[src/rtl/mbx_pkg.sv]
`timescale 1ns/1ps
package mbx_pkg;
  localparam int unsigned SLOT_OUT = 0;
  localparam int unsigned SLOT_IN  = 1;
  localparam int unsigned N_SLOTS  = 2;

  typedef struct packed {
    logic wr_hi_out;
    logic wr_lo_out;
    logic rd_lo_in;
    logic wr_irq;
  } dsp_strobe_t;
endpackage

[src/rtl/mbx_slot.sv]
`timescale 1ns/1ps
module mbx_slot #(
  parameter int unsigned DATA_W = 16
) (
  input  logic              clk,
  input  logic              rst_n,
  input  logic              wr_hi,
  input  logic              wr_lo,
  input  logic              rd_lo,
  input  logic [DATA_W-1:0] whi,
  input  logic [DATA_W-1:0] wlo,
  output logic [DATA_W-1:0] hi_q,
  output logic [DATA_W-1:0] lo_q
);
  localparam logic [DATA_W-1:0] FLAG_MASK = {1'b1, {(DATA_W-1){1'b0}}};

  logic [DATA_W-1:0] hi_d, lo_d;

  always_comb begin
    hi_d = hi_q;
    lo_d = lo_q;
    if (wr_hi) hi_d = whi & ~FLAG_MASK;
    if (wr_lo) begin
      lo_d = wlo;
      hi_d = hi_d | FLAG_MASK;
    end else if (rd_lo) begin
      hi_d = hi_d & ~FLAG_MASK;
    end
  end

  always_ff @(posedge clk or negedge rst_n) begin
    if (!rst_n) begin
      hi_q <= '0;
      lo_q <= '0;
    end else begin
      hi_q <= hi_d;
      lo_q <= lo_d;
    end
  end


  lo_write_sets_flag_chk: assert property (@(posedge clk) disable iff (!rst_n)
    wr_lo |=> (hi_q[DATA_W-1] && lo_q == $past(wlo)));


  hi_write_masks_flag_chk: assert property (@(posedge clk) disable iff (!rst_n)
    (wr_hi && !wr_lo) |=> (hi_q[DATA_W-1] == 1'b0 && hi_q[DATA_W-2:0] == $past(whi[DATA_W-2:0])));


  lo_read_clears_flag_chk: assert property (@(posedge clk) disable iff (!rst_n)
    (rd_lo && !wr_lo) |=> !hi_q[DATA_W-1]);


  idle_hold_chk: assert property (@(posedge clk) disable iff (!rst_n)
    (!wr_hi && !wr_lo && !rd_lo) |=> ($stable(hi_q) && $stable(lo_q)));
endmodule

[src/rtl/mbx_dsp_decode.sv]
`timescale 1ns/1ps
module mbx_dsp_decode
  import mbx_pkg::*;
#(
  parameter int unsigned DATA_W = 16,
  parameter int unsigned ADDR_W = 8,
  parameter logic [ADDR_W-1:0] OFS_IRQ    = 'hFB,
  parameter logic [ADDR_W-1:0] OFS_OUT_HI = 'hFC,
  parameter logic [ADDR_W-1:0] OFS_OUT_LO = 'hFD,
  parameter logic [ADDR_W-1:0] OFS_IN_HI  = 'hFE,
  parameter logic [ADDR_W-1:0] OFS_IN_LO  = 'hFF
) (
  input  logic              req,
  input  logic              we,
  input  logic [ADDR_W-1:0] addr,
  input  logic [DATA_W-1:0] out_hi,
  input  logic [DATA_W-1:0] out_lo,
  input  logic [DATA_W-1:0] in_hi,
  input  logic [DATA_W-1:0] in_lo,
  output dsp_strobe_t       stb,
  output logic [DATA_W-1:0] rdata
);
  logic do_wr, do_rd;

  assign do_wr = req && we;
  assign do_rd = req && !we;

  always_comb begin
    stb           = '0;
    stb.wr_irq    = do_wr && (addr == OFS_IRQ);
    stb.wr_hi_out = do_wr && (addr == OFS_OUT_HI);
    stb.wr_lo_out = do_wr && (addr == OFS_OUT_LO);
    stb.rd_lo_in  = do_rd && (addr == OFS_IN_LO);
  end

  always_comb begin
    unique case (addr)
      OFS_OUT_HI: rdata = out_hi;
      OFS_OUT_LO: rdata = out_lo;
      OFS_IN_HI:  rdata = in_hi;
      OFS_IN_LO:  rdata = in_lo;
      default:    rdata = '0;
    endcase
  end

  always_comb begin

    strobe_onehot_chk: assert ($onehot0({stb.wr_irq, stb.wr_hi_out, stb.wr_lo_out, stb.rd_lo_in}));
  end
endmodule

[src/rtl/mbx_irq_pulse.sv]
`timescale 1ns/1ps
module mbx_irq_pulse #(
  parameter int unsigned DATA_W = 16
) (
  input  logic              clk,
  input  logic              rst_n,
  input  logic              wr_irq,
  input  logic [DATA_W-1:0] wdata,
  output logic              irq
);
  localparam logic [DATA_W-1:0] TRIG_BIT = DATA_W'(1);

  logic fire;
  assign fire = wr_irq && ((wdata & TRIG_BIT) != '0);

  always_ff @(posedge clk or negedge rst_n) begin
    if (!rst_n) irq <= 1'b0;
    else        irq <= fire;
  end


  irq_follows_cmd_chk: assert property (@(posedge clk) disable iff (!rst_n)
    (wr_irq && wdata[0]) |=> irq);


  irq_needs_cmd_chk: assert property (@(posedge clk) disable iff (!rst_n)
    !(wr_irq && wdata[0]) |=> !irq);
endmodule

[src/rtl/dual_mailbox.sv]
`timescale 1ns/1ps
module dual_mailbox
  import mbx_pkg::*;
#(
  parameter int unsigned DATA_W = 16,
  parameter int unsigned ADDR_W = 8,
  parameter logic [ADDR_W-1:0] OFS_IRQ    = 'hFB,
  parameter logic [ADDR_W-1:0] OFS_OUT_HI = 'hFC,
  parameter logic [ADDR_W-1:0] OFS_OUT_LO = 'hFD,
  parameter logic [ADDR_W-1:0] OFS_IN_HI  = 'hFE,
  parameter logic [ADDR_W-1:0] OFS_IN_LO  = 'hFF
) (
  input  logic                clk,
  input  logic                rst_n,
  input  logic                dsp_req,
  input  logic                dsp_we,
  input  logic [ADDR_W-1:0]   dsp_addr,
  input  logic [DATA_W-1:0]   dsp_wdata,
  output logic [DATA_W-1:0]   dsp_rdata,
  input  logic                host_req,
  input  logic                host_we,
  input  logic                host_sel,
  input  logic [DATA_W-1:0]   host_wdata,
  output logic [DATA_W-1:0]   host_rdata,
  output logic [2*DATA_W-1:0] host_peek_out,
  output logic [2*DATA_W-1:0] host_peek_in,
  output logic                host_irq
);
  localparam int unsigned FLAG_BIT = DATA_W - 1;

  dsp_strobe_t       stb;
  logic [DATA_W-1:0] hi_q [N_SLOTS];
  logic [DATA_W-1:0] lo_q [N_SLOTS];
  logic              s_wr_hi [N_SLOTS];
  logic              s_wr_lo [N_SLOTS];
  logic              s_rd_lo [N_SLOTS];
  logic [DATA_W-1:0] s_whi [N_SLOTS];
  logic [DATA_W-1:0] s_wlo [N_SLOTS];

  logic h_wr_hi, h_wr_lo, h_rd_lo;

  assign h_wr_hi = host_req &&  host_we && !host_sel;
  assign h_wr_lo = host_req &&  host_we &&  host_sel;
  assign h_rd_lo = host_req && !host_we &&  host_sel;

  mbx_dsp_decode #(
    .DATA_W(DATA_W), .ADDR_W(ADDR_W),
    .OFS_IRQ(OFS_IRQ), .OFS_OUT_HI(OFS_OUT_HI), .OFS_OUT_LO(OFS_OUT_LO),
    .OFS_IN_HI(OFS_IN_HI), .OFS_IN_LO(OFS_IN_LO)
  ) u_dec (
    .req    (dsp_req),
    .we     (dsp_we),
    .addr   (dsp_addr),
    .out_hi (hi_q[SLOT_OUT]),
    .out_lo (lo_q[SLOT_OUT]),
    .in_hi  (hi_q[SLOT_IN]),
    .in_lo  (lo_q[SLOT_IN]),
    .stb    (stb),
    .rdata  (dsp_rdata)
  );

  // Outgoing: DSP writes, host reads; DSP low write beats host low read.
  assign s_wr_hi[SLOT_OUT] = stb.wr_hi_out;
  assign s_wr_lo[SLOT_OUT] = stb.wr_lo_out;
  assign s_rd_lo[SLOT_OUT] = h_rd_lo && !stb.wr_lo_out;
  assign s_whi[SLOT_OUT]   = dsp_wdata;
  assign s_wlo[SLOT_OUT]   = dsp_wdata;

  // Incoming: host writes, DSP reads; DSP low read beats host low write.
  assign s_wr_hi[SLOT_IN]  = h_wr_hi;
  assign s_wr_lo[SLOT_IN]  = h_wr_lo && !stb.rd_lo_in;
  assign s_rd_lo[SLOT_IN]  = stb.rd_lo_in;
  assign s_whi[SLOT_IN]    = host_wdata;
  assign s_wlo[SLOT_IN]    = host_wdata;

  for (genvar g = 0; g < N_SLOTS; g++) begin : g_slot
    mbx_slot #(.DATA_W(DATA_W)) u_slot (
      .clk   (clk),
      .rst_n (rst_n),
      .wr_hi (s_wr_hi[g]),
      .wr_lo (s_wr_lo[g]),
      .rd_lo (s_rd_lo[g]),
      .whi   (s_whi[g]),
      .wlo   (s_wlo[g]),
      .hi_q  (hi_q[g]),
      .lo_q  (lo_q[g])
    );
  end

  mbx_irq_pulse #(.DATA_W(DATA_W)) u_irq (
    .clk   (clk),
    .rst_n (rst_n),
    .wr_irq(stb.wr_irq),
    .wdata (dsp_wdata),
    .irq   (host_irq)
  );

  assign host_rdata    = host_sel ? lo_q[SLOT_OUT] : hi_q[SLOT_OUT];
  assign host_peek_out = {hi_q[SLOT_OUT], lo_q[SLOT_OUT]};
  assign host_peek_in  = {hi_q[SLOT_IN],  lo_q[SLOT_IN]};


  out_collision_chk: assert property (@(posedge clk) disable iff (!rst_n)
    (dsp_req && dsp_we && dsp_addr == OFS_OUT_LO && h_rd_lo)
      |=> (host_peek_out[DATA_W+FLAG_BIT] && host_peek_out[DATA_W-1:0] == $past(dsp_wdata)));


  in_collision_chk: assert property (@(posedge clk) disable iff (!rst_n)
    (dsp_req && !dsp_we && dsp_addr == OFS_IN_LO && h_wr_lo)
      |=> (!host_peek_in[DATA_W+FLAG_BIT] && $stable(host_peek_in[DATA_W-1:0])));


  in_hi_read_quiet_chk: assert property (@(posedge clk) disable iff (!rst_n)
    (dsp_req && !dsp_we && dsp_addr == OFS_IN_HI && !host_req) |=> $stable(host_peek_in));
endmodule

[config.mk]
export PLATFORM = sky130hd
export DESIGN_NAME = dual_mailbox
export DESIGN_NICKNAME = d
export VERILOG_FILES = /design/src/rtl/mbx_pkg.sv /design/src/rtl/mbx_slot.sv /design/src/rtl/mbx_dsp_decode.sv /design/src/rtl/mbx_irq_pulse.sv /design/src/rtl/dual_mailbox.sv
export SDC_FILE = /design/constraint.sdc
export NUM_CORES = 1
export LEC_CHECK = 0
export CAP_MARGIN = 5
export CORE_MARGIN = 5
export CORE_UTILIZATION = 38
export DETAILED_ROUTE_END_ITERATION = 10
export GPL_ROUTABILITY_DRIVEN = 0
export MAX_ROUTING_LAYER = met4
export PLACE_DENSITY = 0.77
export RECOVER_POWER = 50
export SLEW_MARGIN = 20
export SYNTH_ARGS = -nofsm -noshare
export SYNTH_HDL_FRONTEND = slang
export SYNTH_SLANG_ARGS = --single-unit
[constraint.sdc]
create_clock -name clk -period 2.8 [get_ports clk]
set_clock_uncertainty 0.15 [all_clocks]
set_input_delay 0.84 -clock clk [delete_from_list [all_inputs] [get_ports clk]]
set_output_delay 0.84 -clock clk [all_outputs]
set_load 0.05 [all_outputs]
==> summary.txt <==
Run status
  – Status: complete, but fails checks
  – Failing checks: capacitance limit, slew limit, setup timing

Final layout
  – Ant diodes: 0
  – Fin cells: roughly 500
  – Post-Layout Inst Area: about 5500 sq um
  – Number of nets in the layout: 442
  – Final Util: 67.0%
  – Multi-input gate area: 1630 sq um
  – FF+latch area: around 1600 sq um
  – Fillers: around 600
  – Layout cells sized above 1: 50.2%
  – P&R area growth vs syn: 72.5%

Die
  – Initial core utilization: 38.9%
  – Die W: between 100 and 150 um
  – Area of the core: just over 8000 sq um
  – Ports: about 140
  – Row count: 33
  – Die area: 10300 sq um
  – Die H: between 100 and 150 um

Synthesis
  – Commonest cells post-synth: mux2_2, dfrtp_1, nor3_1, a221o_1, mux2i_1
  – Count of state elements after synthesis: between 60 and 70
  – Cell count after synthesis: roughly 230
  – Area leader, netlist: dfrtp_1
  – Yosys warning count: 0
  – Ys async rst share: 100%
  – Netlist Area Pre-Place: around 3200 sq um
  – Post-synth top flop: dfrtp_1
  – Dominant cells by area after synthesis: dfrtp_1, mux2_2, a221o_1, mux2i_1, nor3_1
  – Syn Nets: between 200 and 300
  – Post-synth EDFFs: 0
  – Syn Area/Cell: 14.0 sq um
  – Register area share after synthesis: around half
  – Count of cell types in the netlist: 26
  – Most common cell in the netlist: mux2_2
  – Synth top area share: between 50% and 60%

CTS
  – Clock Path Buffers: 2
  – CTS root buf: clkbuf_8
  – TritonCTS clock tree: yes
  – Total CTS buffers: 9
  – Clock sinks: between 60 and 70
  – Worst-skew pair later-pin latency: about 0.33 ns
  – Htree depth: 3
  – Register clock-pin slew on the reported worst setup and hold paths: around 0.070 ns

Routing
  – DR iter-0 viols: between 60 and 70
  – Vias: 2636
  – DRC Markers: 0
  – Pre-antenna DRT Iters: 4
  – Post-route ant nets: 0
  – Drt total wl: ~10000 um
  – Via/cell ratio: around 5.2
  – WL/cell: between 15 and 20 um

Placed design
  – Post-DP HPWL: approximately 7100 um
  – Post-place setup slack: -0.758 ns
  – IO Port Bufs: ~140
  – Dpl cell area: just over 5000 sq um
  – Placed cells: 480

Critical path
  – WP data arrival: between 1.5 and 2 ns
  – Critical path required time: roughly 1.8 ns
  – Nature of the critical path startpoint: input pin
  – R2r setup slk: between 1.5 and 2 ns
  – R2r worst-path depth: 1
  – Crit. End Element: output pin
  – Setup CP Type: in -> out
  – Max FO, Critical Path: 16

STA
  – Final Hold Viols: 0
  – Post-layout min period: a little under 3 ns
  – Final worst slack: -0.130 ns
  – Worst slew pin tran: about 1.7 ns
  – Crit share post-route: 105%
  – Final setup viols: 16
  – Final-report max-slew violation count: 34
  – Unrepaired setup endpoints after global routing: true
  – Max Clock Freq: between 0.3 and 0.4 GHz
  – Relative max-transition margin: -16.0%

Power and ir drop
  – VDD IR-drop max: 0.246 mV
  – Power Dens Cells: ~540 nW/um^2
  – Power after layout: roughly 0.0030 W
  – LEAKAGE: 2.42 nW

Global route
  – All-Layer GR Usage: 19.6%
  – Number of global-route vias before repair: about 2900
  – Pin count of the biggest net entering global routing: 34
  – Initial antenna violation count: 0
  – Total grt overflow: 0
  – First-pass GRT wire length: 15100 um

Job
  – Maxcap violations: 1

Worst hold path
  – Hold path depth: 1
  – Worst hold path class: reg -> reg
-- area by class of cell --
type                    count  area share, %
repair buffers            170           34.0
multi-input cells         148           29.6
flip-flops and latches     65           29.5
clock buffers              10           2.50
well taps                 105           2.38
clock inverters             6           1.91
inverters                   1         0.0681
-- metal layers --
layer	wire length (um)	global-route usage (%)	vias to the layer above
met4	112	5.83	0
li1	-	-	1208
met3	541	4.06	10
met2	4850	31.5	98
met1	4210	24.9	1320
met5	0	-	-
-- power by group --
group / total (W) / internal [W] / switching, W
sequential: 0.00113 / 0.00104 / 0.0000865
combinational: 0.000906 / 0.000359 / 0.000547
clock: 0.000959 / 0.000611 / 0.000348
-- path summary, 6_finish.rpt --
check,from,endpoint
worst max-delay path,dsp_addr[0],dsp_rdata[8]
worst min-delay path,g_slot[1].u_slot.hi_q[6],g_slot[1].u_slot.hi_q[6]
worst max register to register,g_slot[0].u_slot.lo_q[14],g_slot[0].u_slot.lo_q[14]
worst min register to register,g_slot[1].u_slot.hi_q[6],g_slot[1].u_slot.hi_q[6]
max in group asynchronous,rst_n,g_slot[1].u_slot.lo_q[15]
min in group asynchronous,rst_n,g_slot[1].u_slot.lo_q[2]
-- logic make-up (layout without fill, tap and decap cells) --
family	count (synthesis)	after routing	synth area share (%)
compound gates	19	19	6.07
buf+inv	15	187	2.82
flops	65	65	50.9
mux	94	94	32.5
simple gates	35	35	7.68
-- state kept, by name, indices dropped and copies added, names as in the netlist --
register            cells
u_irq.irq               1
g_slot.u_slot.hi_q     32
g_slot.u_slot.lo_q     32
-- repair_timing --
action | in CTS | in global routing
setup buffers | 6 | 3
resized for setup | 73 | 11
hold buffers | 0 | 0
setup endpoints to repair | 32 | 23
pin swaps | 13 | 9
gates cloned | 1 | 1
-- metrics by stage --
step	setup TNS, ns	hold WS (ns)
floorplan	-0.0487	0.394
global placement	-19.66	0.368
detailed placement	-22.58	0.377
CTS	-2.22	0.393
global route	-6.04	0.406
finish	-1.97	0.388
-- critical path: stages --
cell and delay (ns):
buf_12 0.10, buf_8 0.11, nand4b_1 0.16, nor2_4 0.05, buf_12 0.15, a221o_2 0.36, buf_12 0.16
-- cell usage in the layout, fill, tap and decap left out, types with 2 or more instances in the layout --
| master | count |
|---|---|
| clkdlybuf4s50_1 | 99 |
| mux2_2 | 78 |
| dfrtp_1 | 65 |
| buf_4 | 23 |
| buf_12 | 20 |
| a221o_2 | 16 |
| nor3_2 | 10 |
| clkbuf_8 | 10 |
| buf_6 | 9 |
| mux2i_1 | 8 |
| buf_2 | 5 |
| mux2i_4 | 4 |
| mux2i_2 | 4 |
| nor3_1 | 4 |
| nor3_4 | 3 |
| nand2_1 | 3 |
| nor4_1 | 3 |
| clkinv_2 | 3 |
| bufinv_16 | 3 |
| nand4_1 | 2 |
| nor2_4 | 2 |
| buf_16 | 2 |
| dlygate4sd3_1 | 2 |
| clkbuf_1 | 2 |
| dlymetal6s2s_1 | 2 |
| clkbuf_4 | 2 |
| buf_8 | 2 |
No activity file was read; power rests on OpenSTA's default activity.
